## config.mk

```make
export PLATFORM = sky130hd
export DESIGN_NAME = be_ldst_align
export DESIGN_NICKNAME = d
export VERILOG_FILES = /design/src/rtl/be_ldst_pkg.sv /design/src/rtl/be_lane_decode.sv /design/src/rtl/be_store_place.sv /design/src/rtl/be_load_extract.sv /design/src/rtl/be_ldst_align.sv
export SDC_FILE = /design/constraint.sdc
export NUM_CORES = 1
export LEC_CHECK = 0
export BUFFER_PORTS_ARGS = -buffer_cell sky130_fd_sc_hd__buf_4
export CAP_MARGIN = 20
export CELL_PAD_IN_SITES_DETAIL_PLACEMENT = 1
export CELL_PAD_IN_SITES_GLOBAL_PLACEMENT = 1
export CORE_MARGIN = 5
export CORE_UTILIZATION = 30
export CTS_BUF_LIST = sky130_fd_sc_hd__clkbuf_8
export CTS_CLUSTER_SIZE = 16
export DETAILED_ROUTE_END_ITERATION = 7
export PLACE_DENSITY = 0.71
export SYNTH_ARGS = -nofsm -noshare
export SYNTH_HDL_FRONTEND = slang
export SYNTH_HIERARCHICAL = 1
export SYNTH_SLANG_ARGS = --single-unit
```

## constraint.sdc

```tcl
create_clock -name clk -period 4.64 [get_ports clk]
set_input_delay 0.464 -clock clk [delete_from_list [all_inputs] [get_ports clk]]
set_output_delay 0.464 -clock clk [all_outputs]
set_load 0.01 [all_outputs]
```

## src/rtl/be_ldst_pkg.sv

```systemverilog
package be_ldst_pkg;

  typedef enum logic [1:0] {
    SZ_BYTE   = 2'd0,
    SZ_HALF   = 2'd1,
    SZ_WORD   = 2'd2,
    SZ_DOUBLE = 2'd3
  } acc_size_e;

endpackage

```

## src/rtl/be_lane_decode.sv

```systemverilog
// Alignment test and lane mask for one access.
module be_lane_decode #(
  parameter int LANES = 8,
  parameter int OFS_W = 3
) (
  input  logic [OFS_W-1:0] offset,
  input  logic [1:0]       size,
  output logic             misaligned,
  output logic [LANES-1:0] lane_mask
);
  localparam int SPAN_W = OFS_W + 1;

  logic [SPAN_W-1:0] span;
  logic [SPAN_W-1:0] ofs_ext;
  logic [SPAN_W-1:0] end_lane;

  always_comb begin
    span       = SPAN_W'(1) << size;
    ofs_ext    = {1'b0, offset};
    end_lane   = ofs_ext + span;
    misaligned = |(offset & OFS_W'(span - SPAN_W'(1)));
  end

  for (genvar k = 0; k < LANES; k++) begin : g_lane
    assign lane_mask[k] = (ofs_ext <= SPAN_W'(k)) && (SPAN_W'(k) < end_lane);
  end

endmodule

```

## src/rtl/be_store_place.sv

```systemverilog
// Places the low-order source bytes onto big-endian lanes.
module be_store_place #(
  parameter int DATA_W = 64,
  parameter int LANES  = 8,
  parameter int OFS_W  = 3
) (
  input  logic [OFS_W-1:0]  offset,
  input  logic [1:0]        size,
  input  logic [LANES-1:0]  lane_mask,
  input  logic [DATA_W-1:0] src,
  output logic [DATA_W-1:0] placed
);
  localparam int SPAN_W = OFS_W + 1;

  logic [SPAN_W-1:0] last_lane;

  always_comb last_lane = {1'b0, offset} + (SPAN_W'(1) << size) - SPAN_W'(1);

  for (genvar k = 0; k < LANES; k++) begin : g_lane
    logic [SPAN_W-1:0] src_idx;
    logic [OFS_W-1:0]  src_sel;
    always_comb begin
      src_idx = last_lane - SPAN_W'(k);
      src_sel = src_idx[OFS_W-1:0];
      placed[DATA_W-1-8*k -: 8] = lane_mask[k] ? src[{src_sel, 3'b000} +: 8] : 8'h00;
    end
    logic unused_idx_hi;
    assign unused_idx_hi = src_idx[SPAN_W-1];
  end

endmodule

```

## src/rtl/be_load_extract.sv

```systemverilog
// Picks addressed bytes from the read word, extends them, registers result.
module be_load_extract
  import be_ldst_pkg::*;
#(
  parameter int DATA_W = 64,
  parameter int OFS_W  = 3
) (
  input  logic              clk,
  input  logic              rst,
  input  logic              in_valid,
  input  logic [OFS_W-1:0]  offset,
  input  logic [1:0]        size,
  input  logic              zero_fill,
  input  logic [DATA_W-1:0] rdata,
  output logic              load_valid,
  output logic [DATA_W-1:0] load_data
);
  acc_size_e         sz;
  logic [DATA_W-1:0] shifted;
  logic [DATA_W-1:0] extended;

  always_comb begin
    sz      = acc_size_e'(size);
    shifted = rdata << {offset, 3'b000};
    case (sz)
      SZ_BYTE:
        extended = zero_fill ? {{(DATA_W-8){1'b0}}, shifted[DATA_W-1 -: 8]}
                             : {{(DATA_W-8){shifted[DATA_W-1]}}, shifted[DATA_W-1 -: 8]};
      SZ_HALF:   extended = {{(DATA_W-16){shifted[DATA_W-1]}}, shifted[DATA_W-1 -: 16]};
      SZ_WORD:   extended = {{(DATA_W-32){shifted[DATA_W-1]}}, shifted[DATA_W-1 -: 32]};
      default:   extended = shifted;
    endcase
  end

  always_ff @(posedge clk) begin
    if (rst) begin
      load_valid <= 1'b0;
      load_data  <= '0;
    end else begin
      load_valid <= in_valid;
      if (in_valid) load_data <= extended;
    end
  end

  assert_valid_follows_req_R9: assert property (@(posedge clk) disable iff (rst)
    load_valid |-> $past(in_valid));

  assert_zero_fill_byte_R6: assert property (@(posedge clk) disable iff (rst)
    (in_valid && sz == SZ_BYTE && zero_fill) |=> (load_data[DATA_W-1:8] == '0));

  assert_double_passthru_R8: assert property (@(posedge clk) disable iff (rst)
    (in_valid && sz == SZ_DOUBLE) |=> (load_data == $past(rdata)));

endmodule

```

## src/rtl/be_ldst_align.sv

```systemverilog
module be_ldst_align
  import be_ldst_pkg::*;
#(
  parameter int DATA_W = 64,
  parameter int ADDR_W = 32
) (
  input  logic                  clk,
  input  logic                  rst,
  input  logic                  req_valid,
  input  logic                  req_store,
  input  logic [ADDR_W-1:0]     req_addr,
  input  logic [1:0]            req_size,
  input  logic                  req_unsigned,
  input  logic [DATA_W-1:0]     req_wdata,
  input  logic [DATA_W-1:0]     mem_rdata,
  output logic [DATA_W-1:0]     mem_wdata,
  output logic [DATA_W/8-1:0]   mem_be,
  output logic                  align_fault,
  output logic                  load_valid,
  output logic [DATA_W-1:0]     load_data
);
  localparam int LANES = DATA_W / 8;
  localparam int OFS_W = $clog2(LANES);

  logic [OFS_W-1:0]  offset;
  logic              misaligned;
  logic [LANES-1:0]  lane_mask;
  logic [DATA_W-1:0] placed;
  logic              store_ok;
  logic              load_ok;
  logic              unused_addr_hi;

  assign offset         = req_addr[OFS_W-1:0];
  assign unused_addr_hi = ^req_addr[ADDR_W-1:OFS_W];

  be_lane_decode #(.LANES(LANES), .OFS_W(OFS_W)) decode_i (
    .offset     (offset),
    .size       (req_size),
    .misaligned (misaligned),
    .lane_mask  (lane_mask)
  );

  be_store_place #(.DATA_W(DATA_W), .LANES(LANES), .OFS_W(OFS_W)) place_i (
    .offset    (offset),
    .size      (req_size),
    .lane_mask (lane_mask),
    .src       (req_wdata),
    .placed    (placed)
  );

  always_comb begin
    align_fault = req_valid && misaligned;
    store_ok    = req_valid && req_store && !misaligned;
    load_ok     = req_valid && !req_store && !misaligned;
    mem_be      = store_ok ? lane_mask : '0;
    mem_wdata   = store_ok ? placed : '0;
  end

  be_load_extract #(.DATA_W(DATA_W), .OFS_W(OFS_W)) extract_i (
    .clk        (clk),
    .rst        (rst),
    .in_valid   (load_ok),
    .offset     (offset),
    .size       (req_size),
    .zero_fill  (req_unsigned),
    .rdata      (mem_rdata),
    .load_valid (load_valid),
    .load_data  (load_data)
  );

  assert_fault_no_strobe_R3: assert property (@(posedge clk) disable iff (rst)
    align_fault |-> (mem_be == '0 && mem_wdata == '0));

  assert_fault_no_result_R3: assert property (@(posedge clk) disable iff (rst)
    align_fault |=> !load_valid);

  assert_idle_quiet_R2: assert property (@(posedge clk) disable iff (rst)
    !req_valid |-> (!align_fault && mem_be == '0));

  assert_strobe_count_R4: assert property (@(posedge clk) disable iff (rst)
    (req_valid && req_store && !align_fault) |-> ($countones(mem_be) == (1 << req_size)));

  assert_strobe_first_lane_R4: assert property (@(posedge clk) disable iff (rst)
    (req_valid && req_store && !align_fault) |-> mem_be[offset]);

endmodule

```

=== Word level (Yosys, flattened, before mapping) ===
Cells that the tools add are included.
Widths: inputs -> output; s select.

* Output and inout port bits: 138
* Input bits: 167
* Flip-flop bits (word level): 65
* Word-level logic and storage cells: 70

* Shift-type cells: 10
* Bitwise gates (word level): 1
* Multiplexer cells: 12
* Equality and inequality tests: 2
* Add/subtract/negate cells: 10
* Reduce and logical (&&, ||, !) cells: 17
* Magnitude comparators: 16

{| class="wikitable"
|+ Operators by type and width
! cell !! count
|-
| $shiftx 64x7->8 || 8
|-
| $pmux 64 s3 || 1
|-
| $mux 64 || 2
|-
| $mux 8 || 9
|-
| $shl 64x6->64 || 1
|-
| $lt 3x4->1 const A || 4
|-
| $logic_and 1x1->1 || 13
|-
| $le 3x3->1 const B || 4
|-
| $sub 3x3->3 const B || 4
|-
| $sub 3x1->3 const B || 3
|-
| $lt 1x4->1 const A || 2
|-
| $lt 2x4->1 const A || 2
|-
| $le 3x1->1 const B || 2
|-
| $le 3x2->1 const B || 2
|-
| $sub 3x2->3 const B || 2
|-
| $add 3x4->4 || 1
|-
| $shl 1x2->4 const A || 1
|-
| $and 3x3->3 || 1
|-
| $reduce_or 3->1 || 1
|-
| $eq 2x1->1 const B || 1
|-
| $eq 2x2->1 const B || 1
|-
| $logic_not 1->1 || 2
|-
| $logic_not 2->1 || 1
|}

=== Depth between registers and ports, before layout ===
Gate-level depths: netlist of the first run.

* Word-level depth: 7
* Gate-level depth with buffers: 13
* Gate-level depth less buffers: 10

=== By module ===
Netlist of the first run, hierarchy kept.

{| class="wikitable"
|+ Modules (own cells, without submodules)
! module !! times used !! cells an instance !! sequential area each (µm²) !! area each (µm²)
|-
| be_load_extract || 1 || 576 || 1301.2 || 5182.5
|-
| be_store_place || 1 || 345 || 0.0 || 3012.9
|-
| be_ldst_align || 1 || 98 || 0.0 || 907.1
|-
| be_lane_decode || 1 || 38 || 0.0 || 282.8
|}

=== Worst setup path after synthesis of the first run ===
Ideal clock, no wire load.

* Kind: input -> output
* Start point: input port req_size[1]
* End point: output port mem_wdata[6]
* Data required time: 4.176 ns
* Arrival: 3.246 ns
* Slack: 0.930 ns
* Buffers on the path: 5
* Stages: 13
* Cells stage by stage: or2_2 ha_1 buf_4 buf_6 buf_4 inv_1 ha_1 buf_2 buf_2 mux4_2 nand2_1 mux2i_1 and4b_1

* Cells in the longest elaborated chain, start to end: 7

{| class="wikitable"
|+ Ends and longest elaborated chain
! element !! line !! text
|-
| start, declared || be_ldst_align.sv:12 || <nowiki>input logic [1:0] req_size,</nowiki>
|-
| $shl 1x2->4 * || be_store_place.sv:17 || <nowiki>always_comb last_lane = {1'b0, offset} + (SPAN_W'(1) << size) - SPAN_W'(1);</nowiki>
|-
| $add 3x4->4 * || be_store_place.sv:17 ||
|-
| $sub 3x1->3 || be_store_place.sv:17 ||
|-
| $sub 3x3->3 || be_store_place.sv:23 || <nowiki>src_idx = last_lane - SPAN_W'(k);</nowiki>
|-
| $shiftx 64x7->8 || be_store_place.sv:25 || <nowiki>placed[DATA_W-1-8*k -: 8] = lane_mask[k] ? src[{src_sel, 3'b000} +: 8] : 8'h00;</nowiki>
|-
| $mux 8 * || be_store_place.sv:25 ||
|-
| via placed[6] || be_ldst_align.sv:28 || <nowiki>logic [DATA_W-1:0] placed;</nowiki>
|-
| $mux 64 * || be_ldst_align.sv:56 || <nowiki>mem_wdata = store_ok ? placed : '0;</nowiki>
|-
| end, declared || be_ldst_align.sv:16 || <nowiki>output logic [DATA_W-1:0] mem_wdata,</nowiki>
|}

The timed path passes the listed nets; every way through them passes the cells marked *.

=== Worst setup path in the final report of the first run ===
* Start point: input port req_size[0]
* End point: output port mem_wdata[58]

{| class="wikitable"
|+ RTL lines
! element !! line !! text
|-
| $shl 1x2->4 || be_store_place.sv:17 ||
|-
| $add 3x4->4 || be_store_place.sv:17 ||
|-
| $lt 1x4->1 || be_lane_decode.sv:25 || <nowiki>assign lane_mask[k] = (ofs_ext <= SPAN_W'(k)) && (SPAN_W'(k) < end_lane);</nowiki>
|-
| $logic_and 1x1->1 || be_lane_decode.sv:25 ||
|-
| via lane_mask[0] || be_ldst_align.sv:27 || <nowiki>logic [LANES-1:0] lane_mask;</nowiki>
|-
| $mux 8 || be_store_place.sv:25 ||
|-
| via placed[58] || be_ldst_align.sv:28 ||
|-
| $mux 64 || be_ldst_align.sv:56 ||
|}

The timed path passes the listed nets, and every way through them passes these cells.

==> run metrics, run 1 <==
status=finished, final reports clean; Site Rows=64; Syn. warnings=6; Slew HR=0.271; internal cell power=0.00148 W; Gate power share=0.596; CTS Buffer Depth=2; max cap viols=0; clock share of power=0.171; gr ovfl total=0; Slowest-stage cell, CP=a2111oi_2; Num CTS Buffers=9; antenna violations before repair=3; CP bufs+invs=3; clock root cell=clkbuf_8; Skew-Pair Late Insertion Delay=350 ps; vias in the first global route=9,979; all-layer global routing usage=0.217; Sw Share=0.434; # DRC=0; Leak=5.04 nW; Routed WL per cell=24.3 µm; Post CTS Setup Buffer Count=0; Fin. Hold Viols=0; number of H-tree levels=3; crit start category=input pin; port bufs=275; pwr/cell area=225 nW/µm²; Initial Util=0.305; area of the core=30,700 µm²; Critical Path Most Common Cell=buf_4; final core utilization=0.379; Clk pin slew, worst setup/hold paths=70 ps; setup ws final=927 ps; Slew @ Worst Pin=1090 ps; final instance area=11,600 µm²; Die H=187 µm; Seq pwr share=0.233; Post-Route WL=40,200 µm; Final Critical Period=3710 ps; Synth cell types=69; final setup fails=0; Switch Pwr=0.00114 W; Seq/Total Area, Yosys=0.139; Synth Instances=1,057; synthesized area=9390 µm²; CP Capture Type=primary output; Post-DRT Antenna Nets=0; Post-Place Setup Slack=933 ps; Nets=1,430; Hold Worst Slack=493 ps; Pre-antenna DRT Iters=5; maximum vdd drop=0.000113 V; hold buffers post-CTS=0; GPL Wtd Cong=0.907; largest net degree at the start of global routing=75; via count=9,893; max-slew violation count=0; FILL cells=3,682; Mapped Nets=1,234; synth top area cells=mux2i_1 (16%), dfxtp_1 (14%), mux4_2 (13%), and4b_1 (7.7%), nand2_1 (4.8%); Synth Register Bits=65; share of the synthesized area in the top cell type=0.164; most common cell in the netlist=mux2i_1; area leader, netlist=mux2i_1; Synth top cells by count=mux2i_1 (154), nand2_1 (120), nor2_1 (83), and4b_1 (72), dfxtp_1 (65); Async SR Flop Fraction=0; Initial DRC Count=757; area grow syn2layout=24.1%; CP Data Arrival Time=3250 ps; first-pass GRT wire length=60,800 µm; Min-Delay Path Class=register to register; I/O pin count=305; Post-DP HPWL=30,600 µm; Top delay family on crit path=compound AO/OA/AOI/OAI gates; cells resized by post-CTS repair=0; crit-path max cell delay=810 ps; data required time of the worst path=4180 ps; setup_tns=0 ps; clock sinks=65; TritonCTS clock tree=done; die area=34,900 µm²; achievable frequency=0.269 GHz; Max Clock Skew=0 ps; DR vias/cell=5.97; Die Wd=187 µm; Area after DPL=11,500 µm²; Most used DFF post-synth=dfxtp_1; Final Cycle Share=0.800; CP max FO=9; CP Class=input pin to primary output; RSZ-0062 raised after global routing=no; crit path cell chain=buf_4 -> nor2_1 -> ha_1 -> inv_1 -> fa_1 -> xnor2_1 -> nor3_1 -> a2111oi_2 -> nor2b_1 -> and4b_1 -> buf_4; share of post-route cells with drive strength above 1=0.355; EDFF count, synth=0; Syn Area/Cell=8.88 µm²
-- state kept, by name, indices dropped and copies added, names as in the netlist --
register / count
extract_i/load_data: 64
extract_i/load_valid: 1
-- layer usage --
layer / GRT usage / share of wire / vias to the layer above
met5: 0 / 0.00030 / -
met4: 0.0788 / 0.038 / 2
met3: 0.0532 / 0.081 / 76
met2: 0.353 / 0.47 / 464
met1: 0.282 / 0.41 / 4923
li1: - / - / 4428
-- logic make-up after synthesis --
group           synth area share
simple gates               0.223
fa+ha+maj                 0.0141
flops                      0.139
compound gates             0.192
buf+inv                   0.0807
xor+xnor                  0.0237
mux                        0.327
-- final cells by class --
cell class	count	area [µm²]	area share
inverter	16	60.1	0.00516
clock buffer	11	151	0.0130
tap	396	495	0.0425
timing repair buffer	300	2250	0.193
multi-input combinational	861	7360	0.632
antenna	2	5.00	0.000430
clock inverter	5	23.8	0.00204
sequential	65	1300	0.112
-- path summary, 6_finish.rpt --
kind,startpoint,to,slack (ps),depth (start not counted)
worst min-delay path,extract_i/load_data[28]$_SDFFE_PP0P_,extract_i/load_data[28]$_SDFFE_PP0P_,490,2
worst max register to register,extract_i/load_data[3]$_SDFFE_PP0P_,extract_i/load_data[3]$_SDFFE_PP0P_,3670,3
worst min register to register,extract_i/load_data[28]$_SDFFE_PP0P_,extract_i/load_data[28]$_SDFFE_PP0P_,490,2
worst max-delay path,req_size[0],mem_wdata[58],930,11
-- through the flow --
step           power [W]  instances
6_report         0.00262       1656
4_1_cts          0.00262       1654
2_1_floorplan    0.00168       1057
3_3_place_gp     0.00213       1637
3_5_place_dp     0.00217       1638
5_1_grt          0.00277       1656
-- power by group through the flow --
stage | logic [W] | clock network [W] | registers [W]
floorplan | 0.00105 | 0 | 0.000631
CTS | 0.00155 | 0.000458 | 0.000612
global route | 0.00167 | 0.000485 | 0.000614
global placement | 0.00151 | 0 | 0.000624
detailed placement | 0.00154 | 0 | 0.000624
finish | 0.00156 | 0.000447 | 0.000611
-- tightest hold or removal path, cell delays in order, from the launching register on --
cell	delay, ps
dfxtp_1	310
nor2_1	90
a211oi_1	50
-- placed cells by master, fill, tap and decap left out, types with 4 or more instances in the layout --
master / instances
o2bb2ai_1: 9
a221oi_1: 12
mux2_2: 17
a311oi_1: 4
mux2i_1: 154
a22oi_1: 15
nand2b_1: 7
ha_1: 6
o21ai_0: 50
o22ai_1: 11
a21oi_1: 30
or2_2: 5
nor2b_1: 38
a22o_1: 4
mux4_2: 56
a211oi_2: 30
o21a_1: 5
a211oi_1: 35
clkbuf_8: 11
and2_1: 5
nand2_1: 120
nand3_1: 19
dfxtp_1: 65
buf_4: 300
inv_1: 18
nor2_1: 83
and4b_1: 72
a21o_1: 10
or3_1: 6
Note: power is estimated with default switching activity, not from simulation.
==> run 2: changes to the inputs <==
==> constraint.sdc (replaced) <==
create_clock -name clk -period 3.68 [get_ports clk]
set_input_delay 0.368 -clock clk [delete_from_list [all_inputs] [get_ports clk]]
set_output_delay 0.368 -clock clk [all_outputs]
set_load 0.01 [all_outputs]
==> run 2 against run 1 <==
Combinational power rose by 29%. Sequential share of layout area fell by 0.16 points. Sequential cell count did not move. Total power rose by 31%. Clock power rose by 46%. Final cell count rose by 0.66%.
==> run metrics, run 2 (same netlist as run 1, synthesis figures left out) <==
status=finished, final reports clean; Post-DRT Antenna Nets=0; Post-Route WL=40,600 µm; Fin. Hold Viols=0; port bufs=275; cells resized by post-CTS repair=0; top flop regs=extract_i/load_data (64), extract_i/load_valid (1); clock share of power=0.191; data required time of the worst path=3310 ps; Min-Delay Path Class=input pin to register; setup ws final=235 ps; via count=9,829; maximum vdd drop=0.000127 V; die area=34,900 µm²; CP Data Arrival Time=3080 ps; Seq pwr share=0.224; Top delay family on crit path=buffers and inverters; all-layer global routing usage=0.220; Slew HR=0.310; area of the core=30,700 µm²; Post-DP HPWL=31,100 µm; Routed WL per cell=24.4 µm; Leak=5.11 nW; Critical Path Most Common Cell=buf_4; Final Critical Period=3450 ps; FILL cells=3,637; commonest non-fill, non-tap cell in the layout=buf_4; internal cell power=0.00195 W; Final Cycle Share=0.936; Switch Pwr=0.00148 W; share of post-route cells with drive strength above 1=0.363; first-pass GRT wire length=61,900 µm; Initial DRC Count=769; RSZ-0062 raised after global routing=no; max reg flops=64; number of H-tree levels=3; DR vias/cell=5.90; Sw Share=0.431; Skew-Pair Late Insertion Delay=350 ps; Initial Util=0.305; TritonCTS clock tree=done; Pre-antenna DRT Iters=6; Nets=1,441; area grow syn2layout=25.9%; Hold Worst Slack=363 ps; Slowest-stage cell, CP=buf_4; crit-path max cell delay=550 ps; FF/Latch Area=1300 µm²; CTS Buffer Depth=2; Die Wd=187 µm; achievable frequency=0.290 GHz; Clk pin slew, worst setup/hold paths=80 ps; pwr/cell area=290 nW/µm²; vias in the first global route=10,100; crit path cell chain=buf_4 -> nand2b_1 -> ha_1 -> inv_1 -> ha_2 -> buf_4 -> mux2i_1 -> mux2i_1 -> nor2b_1 -> and4b_1 -> buf_4; Gate power share=0.585; setup_tns=0 ps; Slew @ Worst Pin=1040 ps; max cap viols=0; gr ovfl total=0; Post-Place Setup Slack=276 ps; Site Rows=64; commonest non-fill, non-tap cells in the layout=buf_4 (306), mux2i_1 (154), nand2_1 (120); multi-input logic area=7360 µm²; final setup fails=0; I/O pin count=305; Num CTS Buffers=9; CP max FO=55; GPL Wtd Cong=0.888; CP Capture Type=primary output; CP bufs+invs=4; # DRC=0; Post CTS Setup Buffer Count=0; antenna violations before repair=2; Max Clock Skew=0 ps; max-slew violation count=0; hold buffers post-CTS=0; Die H=187 µm; CP Class=input pin to primary output; largest net degree at the start of global routing=94; Largest Register=extract_i/load_data; clock root cell=clkbuf_8; crit start category=input pin; clock sinks=65
[run 2: cell types whose count changed in the layout (fill, tap and decap cells not counted), sizes merged]
cell / previous run / this run
clkinvlp: 1 / 3
buf: 300 / 311
clkbuf: 11 / 10
bufinv: 0 / 1
inv: 18 / 16
[run 2: power by group through the flow]
stage	sequential [W]	clock [W]	combinational, W
floorplan	0.000795	0	0.00133
global placement	0.000787	0	0.00194
detailed placement	0.000787	0	0.00198
CTS	0.000771	0.000663	0.00199
global route	0.000774	0.000699	0.00214
finish	0.000770	0.000654	0.00201
[run 2: worst paths after layout]
| path | startpoint | to | slack [ps] | cells past startpoint |
|---|---|---|---|---|
| worst max register to register | extract_i/load_data[0]$_SDFFE_PP0P_ | extract_i/load_data[0]$_SDFFE_PP0P_ | 2700 | 3 |
| worst min register to register | extract_i/load_data[30]$_SDFFE_PP0P_ | extract_i/load_data[30]$_SDFFE_PP0P_ | 480 | 2 |
| worst max-delay path | req_size[1] | mem_wdata[27] | 230 | 11 |
| worst min-delay path | req_size[1] | extract_i/load_data[25]$_SDFFE_PP0P_ | 360 | 3 |
[run 2: cell type report]
class | count | share of cell area
Clock inverter | 6 | 0.00561
Timing Repair Buffer | 311 | 0.203
Clock buffer | 10 | 0.0116
Sequential cell | 65 | 0.110
Inverter | 16 | 0.00508
Multi-Input combinational cell | 861 | 0.622
Antenna cell | 2 | 0.000423
Tap cell | 396 | 0.0419
[run 2: worst reg2reg max path, stage by stage (launching register included)]
cell and delay [ps]:
dfxtp_1 390, nor2_1 70, or3_1 330, a21oi_1 120
[run 2: layer usage]
metal  global-route usage  wire length [µm]
met5                    0                 0
met4               0.0717              1420
met3               0.0496              2980
met2                0.366             19400
met1                0.285             16900
[run 2: through the flow]
| stage | cells | power [W] | cell area (µm²) | utilization |
|---|---|---|---|---|
| after floorplan | 1057 | 0.00212 | 9390 | - |
| after detailed placement | 1649 | 0.00277 | 11600 | 0.378 |
| after global routing | 1667 | 0.00361 | 11800 | 0.384 |
| after global placement | 1649 | 0.00273 | 11600 | 0.378 |
| final | 1667 | 0.00343 | 11800 | 0.384 |
| after CTS | 1665 | 0.00342 | 11800 | 0.384 |
